### src/rtl/uart_status_pacer.sv
module uart_status_pacer #(
  parameter int DATA_W = 8
) (
  input  logic              clk,
  input  logic              rst_n,
  input  logic [1:0]        reg_addr,
  input  logic              reg_we,
  input  logic [DATA_W-1:0] reg_wdata,
  output logic [DATA_W-1:0] reg_rdata,
  input  logic              cpu_tx_take,
  input  logic              cpu_rx_put,
  input  logic              host_tx_write,
  input  logic              host_rx_read,
  input  logic              tick,
  output logic              thre,
  output logic              dr
);
  localparam logic [DATA_W-1:0] CTRL_MASK = DATA_W'(8'hC7);
  localparam logic [DATA_W-1:0] ONE = DATA_W'(1);

  logic [DATA_W-1:0] ctrl_q, tx_tc, rx_tc, tx_cnt, rx_cnt;
  logic tx_en, rx_en, tx_arm, rx_arm, tx_expire, rx_expire;

  assign tx_en = ctrl_q[7];
  assign rx_en = ctrl_q[6];
  assign tx_arm = tx_en && (tx_tc != '0);
  assign rx_arm = rx_en && (rx_tc != '0);
  assign tx_expire = tick && (tx_cnt == ONE);
  assign rx_expire = tick && (rx_cnt == ONE);

  always_ff @(posedge clk) begin
    if (!rst_n) begin
      ctrl_q <= '0;
      tx_tc  <= '0;
      rx_tc  <= '0;
    end else if (reg_we) begin
      case (reg_addr)
        2'd0: ctrl_q <= reg_wdata & CTRL_MASK;
        2'd1: tx_tc  <= reg_wdata;
        2'd2: rx_tc  <= reg_wdata;
        default: ;
      endcase
    end
  end

  always_comb begin
    case (reg_addr)
      2'd0:    reg_rdata = ctrl_q;
      2'd1:    reg_rdata = tx_tc;
      2'd2:    reg_rdata = rx_tc;
      default: reg_rdata = '0;
    endcase
  end

  always_ff @(posedge clk) begin
    if (!rst_n) begin
      tx_cnt <= '0;
      thre   <= 1'b1;
    end else begin
      if (cpu_tx_take)                 tx_cnt <= tx_arm ? tx_tc : '0;
      else if (tick && tx_cnt != '0)   tx_cnt <= tx_cnt - ONE;

      if (cpu_tx_take)                 thre <= !tx_arm;
      else if (tx_expire)              thre <= 1'b1;
      else if (host_tx_write)          thre <= 1'b0;
    end
  end

  always_ff @(posedge clk) begin
    if (!rst_n) begin
      rx_cnt <= '0;
      dr     <= 1'b0;
    end else begin
      if (cpu_rx_put)                  rx_cnt <= rx_arm ? rx_tc : '0;
      else if (tick && rx_cnt != '0)   rx_cnt <= rx_cnt - ONE;

      if (cpu_rx_put)                  dr <= !rx_arm;
      else if (rx_expire)              dr <= 1'b1;
      else if (host_rx_read)           dr <= 1'b0;
    end
  end
endmodule

### config.mk
export PLATFORM = sky130hd
export DESIGN_NAME = uart_status_pacer
export DESIGN_NICKNAME = d
export VERILOG_FILES = /design/src/rtl/uart_status_pacer.sv
export SDC_FILE = /design/constraint.sdc
export NUM_CORES = 1
export LEC_CHECK = 0
export BUFFER_PORTS_ARGS = -buffer_cell sky130_fd_sc_hd__buf_4
export CAP_MARGIN = 20
export CORE_MARGIN = 2
export CORE_UTILIZATION = 49
export DETAILED_ROUTE_END_ITERATION = 7
export PLACE_DENSITY = 0.69
export SETUP_SLACK_MARGIN = 0.3
export SYNTH_ARGS = -nofsm -noshare
export SYNTH_HDL_FRONTEND = slang
export SYNTH_SLANG_ARGS = --single-unit
### constraint.sdc
create_clock -name clk -period 2 [get_ports clk]
set_input_delay 0 -clock clk [delete_from_list [all_inputs] [get_ports clk]]
set_output_delay 0 -clock clk [all_outputs]
set_load 0.02 [all_outputs]
==> reports/qor.yml, run 1 <==
power:
  p_seq_share_pct: 42.7
  max-vdd-ir-drop_mv: 0.4702
  cellInternalPower_w: 0.001455
  pwr-share-comb_pct: 23.2
  p_per_area_nw_per_um2: 734.3
  switching_share_pct: 28.55
  power_switching_w: 0.0005815
  power.total_w: 0.002037
  pwr-share-clk_pct: 34.1
  p_leak_nw: 1.098
grt:
  grt_max_degree: 25
  grt-ovfl-total: 0
  grt_first_pass_wirelength_um: 9390
  antenna_found_initial: 0
  grt_pass1_vias: 1931
  grt_usage_pct: 23.72
placed_design:
  dp_slack_ns: 0.1382
  portBuffers: 27
  dp_hpwl_um: 3907
  post_dp_cell_area_um2: 2401
  gp_congestion: 0.8686
floorplanning:
  io_pins: 28
  start_util_pct: 50.23
  die_w_um: 70.58
  dieArea_um2: 4982
  dieHeight_um: 70.58
  num_rows: 24
  coreArea_um2: 4324
synthesis:
  postSynth.asyncResetShare_pct: 0
  synth-adder-area-share_pct: 3.456
  synth_area_leaders: "dfxtp_1 (36%), nand2_1 (7.3%), a21oi_1 (5.1%)"
  synth_cells: 265
  synth_top_area_cell: "dfxtp_1"
  synth_top_family_by_area: "simple AND/OR/NAND/NOR gates"
  syn-num-nets: 289
  ys_warn_count: 0
  synth_top_area_share_pct: 35.94
  ys_seq_elements: 39
  synth_edf_count: 0
  ys_types: 51
  synth_compound_area_share_pct: 23.16
  synth-simple-area-share_pct: 23.96
  synth_flop_cell: "dfxtp_1"
  synth_area_um2: 2172
  synth_mux_area_share_pct: 5.588
  synth_xor_area_share_pct: 2.419
  syn_area_per_cell_um2: 8.197
  ys_seq_area_share_pct: 35.94
setup_path:
  crit_type: "reg -> reg"
  cpPeakStageDelay_ns: 0.52
  critPathTopFamily: "simple AND/OR/NAND/NOR gates"
  worstSetupEndpointType: "flop"
  cp_cell_sequence: "or2_4 -> or4_4 -> or4b_4 -> nand3_1"
  worstPathRequired_ns: 2.23
  crit_path_max_fanout: 3
  rr_startpoint: "tx_cnt[1]"
  critPathBufInv: 0
  slowest_stage: "or4b_4"
  cp-startpoint: "tx_cnt[1]"
  critPathArrivalTime_ns: 1.96
  cp-start-kind: "flop"
cells_and_area:
  area_growth_pct: 27.71
  layout-drive-gt1-share_pct: 25.33
  diodes: 0
  final_cell_area_um2: 2774
  nets: 327
  final_util_pct: 64.15
  mostFrequentLayoutCells: "nand2_1 (42), buf_4 (39), dfxtp_1 (35), a21oi_1 (21), nand3_1 (17)"
  layout_commonest_cell: "nand2_1"
timing:
  rsz0062_at_grt: "yes"
  maxSlewHeadroom_pct: 58.29
  fin_skew_ns: 0.003987
  fmax_mhz: 578.3
  fin_ws_ns: 0.2708
  finalSetupViolations: 0
  final_max_slew_viol_count: 0
  hold_viol: 0
  setup-tns-final_ns: 0
  min_period_ns: 1.729
  max_slew.worst_pin.slew_ns: 0.6229
  finalCritPeriodShare_pct: 86.46
routing:
  drtIter0Drc: 219
  ant_nets: 0
  drt_first_pass_iters: 4
  via_count: 2108
  post-route-drc-count: 0
  viasPerCell: 5.921
  wl_per_cell_um: 16.34
  drt_wl_total_um: 5817
cts:
  cts_tree: "yes"
  cts.clk_slew.worst_paths_ns: 0.08
  clock-root-buffer: "clkbuf_8"
  cts_max_path_buffers: 2
  cts_max_level: 2
  cts_sinks: 39
  clock_latency_ns: 0.29
  cts_made_buffers: 5
min_path:
  holdCritStartpoint: "cpu_rx_put"
  min_path_type: "in -> reg"
job:
  cap_violations: 0
run_status:
  status: "completed"
==> per-stage QoR <==
stage,std cells,hold slack [ns]
3_5_place_dp,330,0.2753
4_1_cts,353,0.04037
5_1_grt,356,0.06221
6_report,356,0.05095
2_1_floorplan,265,0.1471
3_3_place_gp,330,0.2748
==> metal layers <==
metal	part of all wire (%)	global-route usage, %	vias up
li1	-	-	1048
met4	2.4	10.27	0
met2	46	36.37	63
met3	4.5	4.131	12
met5	0	0	-
met1	47	33.09	985
==> flip-flops by register name, indices dropped and copies added, names as in the netlist <==
signal and count:
rx_cnt 8, rx_tc 8, tx_cnt 8, tx_tc 8, ctrl_q 5, dr 1, thre 1
==> cell usage after synthesis (2+ instances only) <==
master    instances
nor3b_1           2
a22o_1            5
a21oi_1          22
nor2b_1           5
nand3_1          17
buf_1             2
a211oi_1          4
dfxtp_1          39
nor3_1            6
and3_1            4
nor4_1            6
nor2_1           11
a311oi_1          2
xnor2_1           2
clkbuf_1         14
or4_1             3
buf_2             2
mux2i_1          11
o22ai_1           2
inv_1            10
nand2_1          42
o21ai_0           8
o311ai_0          2
xor2_1            4
a31oi_1           8
o211ai_1          2
ha_1              6
==> area by class of cell <==
type,instances,area [um2]
fillers,380,1550
multi-input cells,197,1353
flip-flops and latches,39,790.8
repair buffers,50,405.4
clock buffers,6,82.58
well taps,52,65.06
inverters,10,42.54
clock inverters,2,35.03
==> power groups by stage <==
| stage | clock network (W) | registers [W] | logic, W |
|---|---|---|---|
| 2_1_floorplan | 0 | 0.000868 | 0.000290 |
| 3_3_place_gp | 0 | 0.000880 | 0.000381 |
| 3_5_place_dp | 0 | 0.000882 | 0.000380 |
| 5_1_grt | 0.000746 | 0.000876 | 0.000514 |
| 6_report | 0.000695 | 0.000869 | 0.000473 |
| 4_1_cts | 0.000703 | 0.000865 | 0.000435 |
==> worst register-to-register path: stages (launching register included) <==
cell     delay (ns)
dfxtp_4        0.37
or2_4          0.27
or4_4          0.42
or4b_4         0.52
nand3_1        0.09
==> kinds of logic (layout without fill, tap and decap cells) <==
family                     Yosys count  in the layout
DFF                                 39             39
buffers and inverters               29             68
and+or+nand+nor                    104            104
muxes                               12             12
adders and majority gates            6              6
xor gates and xnor gates             6              6
AOI/OAI and AO/OA                   69             69
==> path summary, 6_finish.rpt <==
path	to	slack, ns	depth (start not counted)
max	tx_cnt[5]	0.27	4
min	rx_cnt[3]	0.05	2
max reg2reg	tx_cnt[5]	0.27	4
min reg2reg	tx_tc[6]	0.50	2
==> what timing repair did <==
| action | 4_1_cts | 5_1_grt |
|---|---|---|
| setup buffers | 6 | 3 |
| resized for setup | 8 | 16 |
| endpoints found under the setup margin | 8 | 12 |
| hold buffers | 9 | 0 |
| pin swaps | 5 | 10 |
| endpoints found under the hold margin | 20 | 0 |
(Power assumes the default switching activity.)
==> run 2: changes to the inputs <==
--- a/config.mk
+++ b/config.mk
@@ -11,7 +11,7 @@
 export CORE_UTILIZATION = 49
 export DETAILED_ROUTE_END_ITERATION = 7
 export PLACE_DENSITY = 0.69
-export SETUP_SLACK_MARGIN = 0.3
+export SETUP_SLACK_MARGIN = 0.15
 export SYNTH_ARGS = -nofsm -noshare
 export SYNTH_HDL_FRONTEND = slang
 export SYNTH_SLANG_ARGS = --single-unit
==> reports/qor.yml, run 2 (synthesis gave the netlist of run 1 again) <==
timing:
  hold_viol: 0
  hold_ws_ns: 0.07511
  fmax_mhz: 575.9
  max_slew.worst_pin.slew_ns: 0.5744
  min_period_ns: 1.737
  final_max_slew_viol_count: 0
  setup-tns-final_ns: 0
  rsz0062_at_grt: "no"
  maxSlewHeadroom_pct: 61.54
  finalSetupViolations: 0
  fin_skew_ns: 0.01406
  finalCritPeriodShare_pct: 86.83
grt:
  grt_usage_pct: 24.08
  grt_first_pass_wirelength_um: 9673
  grt-ovfl-total: 0
  grt_pass1_vias: 1990
  antenna_found_initial: 0
  grt_max_degree: 25
setup_path:
  r2r_end: "tx_cnt[1]"
  rr_startpoint: "tx_cnt[0]"
  worstPathRequired_ns: 2.22
  critPathArrivalTime_ns: 1.96
  reg2reg_depth: 6
  crit_path_max_fanout: 4
  r2r_setup_slack_ns: 0.26
  worstSetupEndpointType: "flop"
  crit_type: "reg -> reg"
  cp-start-kind: "flop"
job:
  cap_violations: 0
cells_and_area:
  register_area_um2: 782.0
  fin_cells: 350
  multi_input_area_um2: 1287
  diodes: 0
  area_growth_pct: 21.83
  nets: 321
  layout-drive-gt1-share_pct: 19.13
  nFillCells: 388
  layout_commonest_cell: "nand2_1"
  final_util_pct: 61.20
  mostFrequentLayoutCells: "nand2_1 (42), dfxtp_1 (38), buf_4 (35), a21oi_1 (22), nand3_1 (17)"
min_path:
  holdCritStartpoint: "cpu_rx_put"
  min_path_type: "in -> reg"
  min_to: "rx_cnt[3]"
  min_path_cells: 2
cts:
  cts_max_level: 2
  cts_sinks: 39
  cts_made_buffers: 5
  clock-root-buffer: "clkbuf_8"
  clock_latency_ns: 0.29
  cts_tree: "yes"
  cts.clk_slew.worst_paths_ns: 0.08
  cts_max_path_buffers: 2
power:
  max-vdd-ir-drop_mv: 0.4405
  power.total_w: 0.001985
  p_per_area_nw_per_um2: 750.2
  p_leak_nw: 1.044
placed_design:
  placed_cells: 330
  gp_congestion: 0.8791
  dp_hpwl_um: 3947
  portBuffers: 27
routing:
  via_count: 2070
  top_layer_used: "met4"
  wl_per_cell_um: 16.14
  drt_wl_total_um: 5650
  ant_nets: 0
  met3WireLength_um: 302
  drtIter0Drc: 192
  drt_first_pass_iters: 5
  viasPerCell: 5.914
  wl_met1_um: 2664
  post-route-drc-count: 0
  routed-wl-met2_um: 2623
floorplanning:
  dieHeight_um: 70.58
  start_util_pct: 50.23
  io_pins: 28
  dieArea_um2: 4982
  die_w_um: 70.58
  coreArea_um2: 4324
  num_rows: 24
run_status:
  status: "completed"
-- run 2: per-stage QoR --
| step | worst slack (ns) | area, um2 |
|---|---|---|
| after CTS | 0.1674 | 2628 |
| after detailed placement | 0.06137 | 2396 |
| after floorplan | 0.1895 | 2172 |
| after global placement | 0.1046 | 2396 |
| after global routing | 0.1758 | 2646 |
| final | 0.2635 | 2646 |
-- run 2: cell type report --
cell class	instances	area share, %
inverters	10	1.418
clock inverters	2	1.466
clock buffers	6	3.121
multi-input cells	197	48.65
repair buffers	44	13.33
flip-flops and latches	39	29.55
well taps	52	2.459
-- run 2: report_power, final --
part	switching [W]	internal (W)	leakage (nW)
clock network	0.000289	0.000411	0.0618
registers	0.0000496	0.000816	0.319
logic	0.000222	0.000198	0.664
-- run 2: repair_timing --
| action | in CTS | in global routing |
|---|---|---|
| pin swaps | 1 | 0 |
| endpoints found under the setup margin | 1 | 6 |
| gates resized for setup | 2 | 3 |
| hold endpoints to repair | 20 | 0 |
| setup buffers | 2 | 1 |
| hold buffers | 9 | 0 |
-- run 2: worst max-delay path by stage --
stage / from / to / slack (ns)
CTS: tx_cnt[2] / tx_cnt[7] / 0.17
floorplan: tx_cnt[0] / tx_cnt[1] / 0.19
finish: tx_cnt[0] / tx_cnt[1] / 0.26
global placement: tx_cnt[0] / tx_cnt[1] / 0.10
global route: tx_cnt[1] / tx_cnt[5] / 0.18
detailed placement: tx_cnt[0] / tx_cnt[1] / 0.06
-- run 2: routing by layer --
metal / GRT usage [%] / vias up
met1: 34.35 / 958
li1: - / 1036
met5: 0 / -
met4: 7.338 / 0
met2: 37.95 / 70
met3: 3.704 / 6
-- run 2: worst max-delay path, cell delays in order, from the launching register on --
cell and delay (ns):
dfxtp_2 0.34, inv_1 0.10, ha_2 0.18, or3b_4 0.40, o21ai_4 0.18, mux2_2 0.35
o22ai_1 0.11
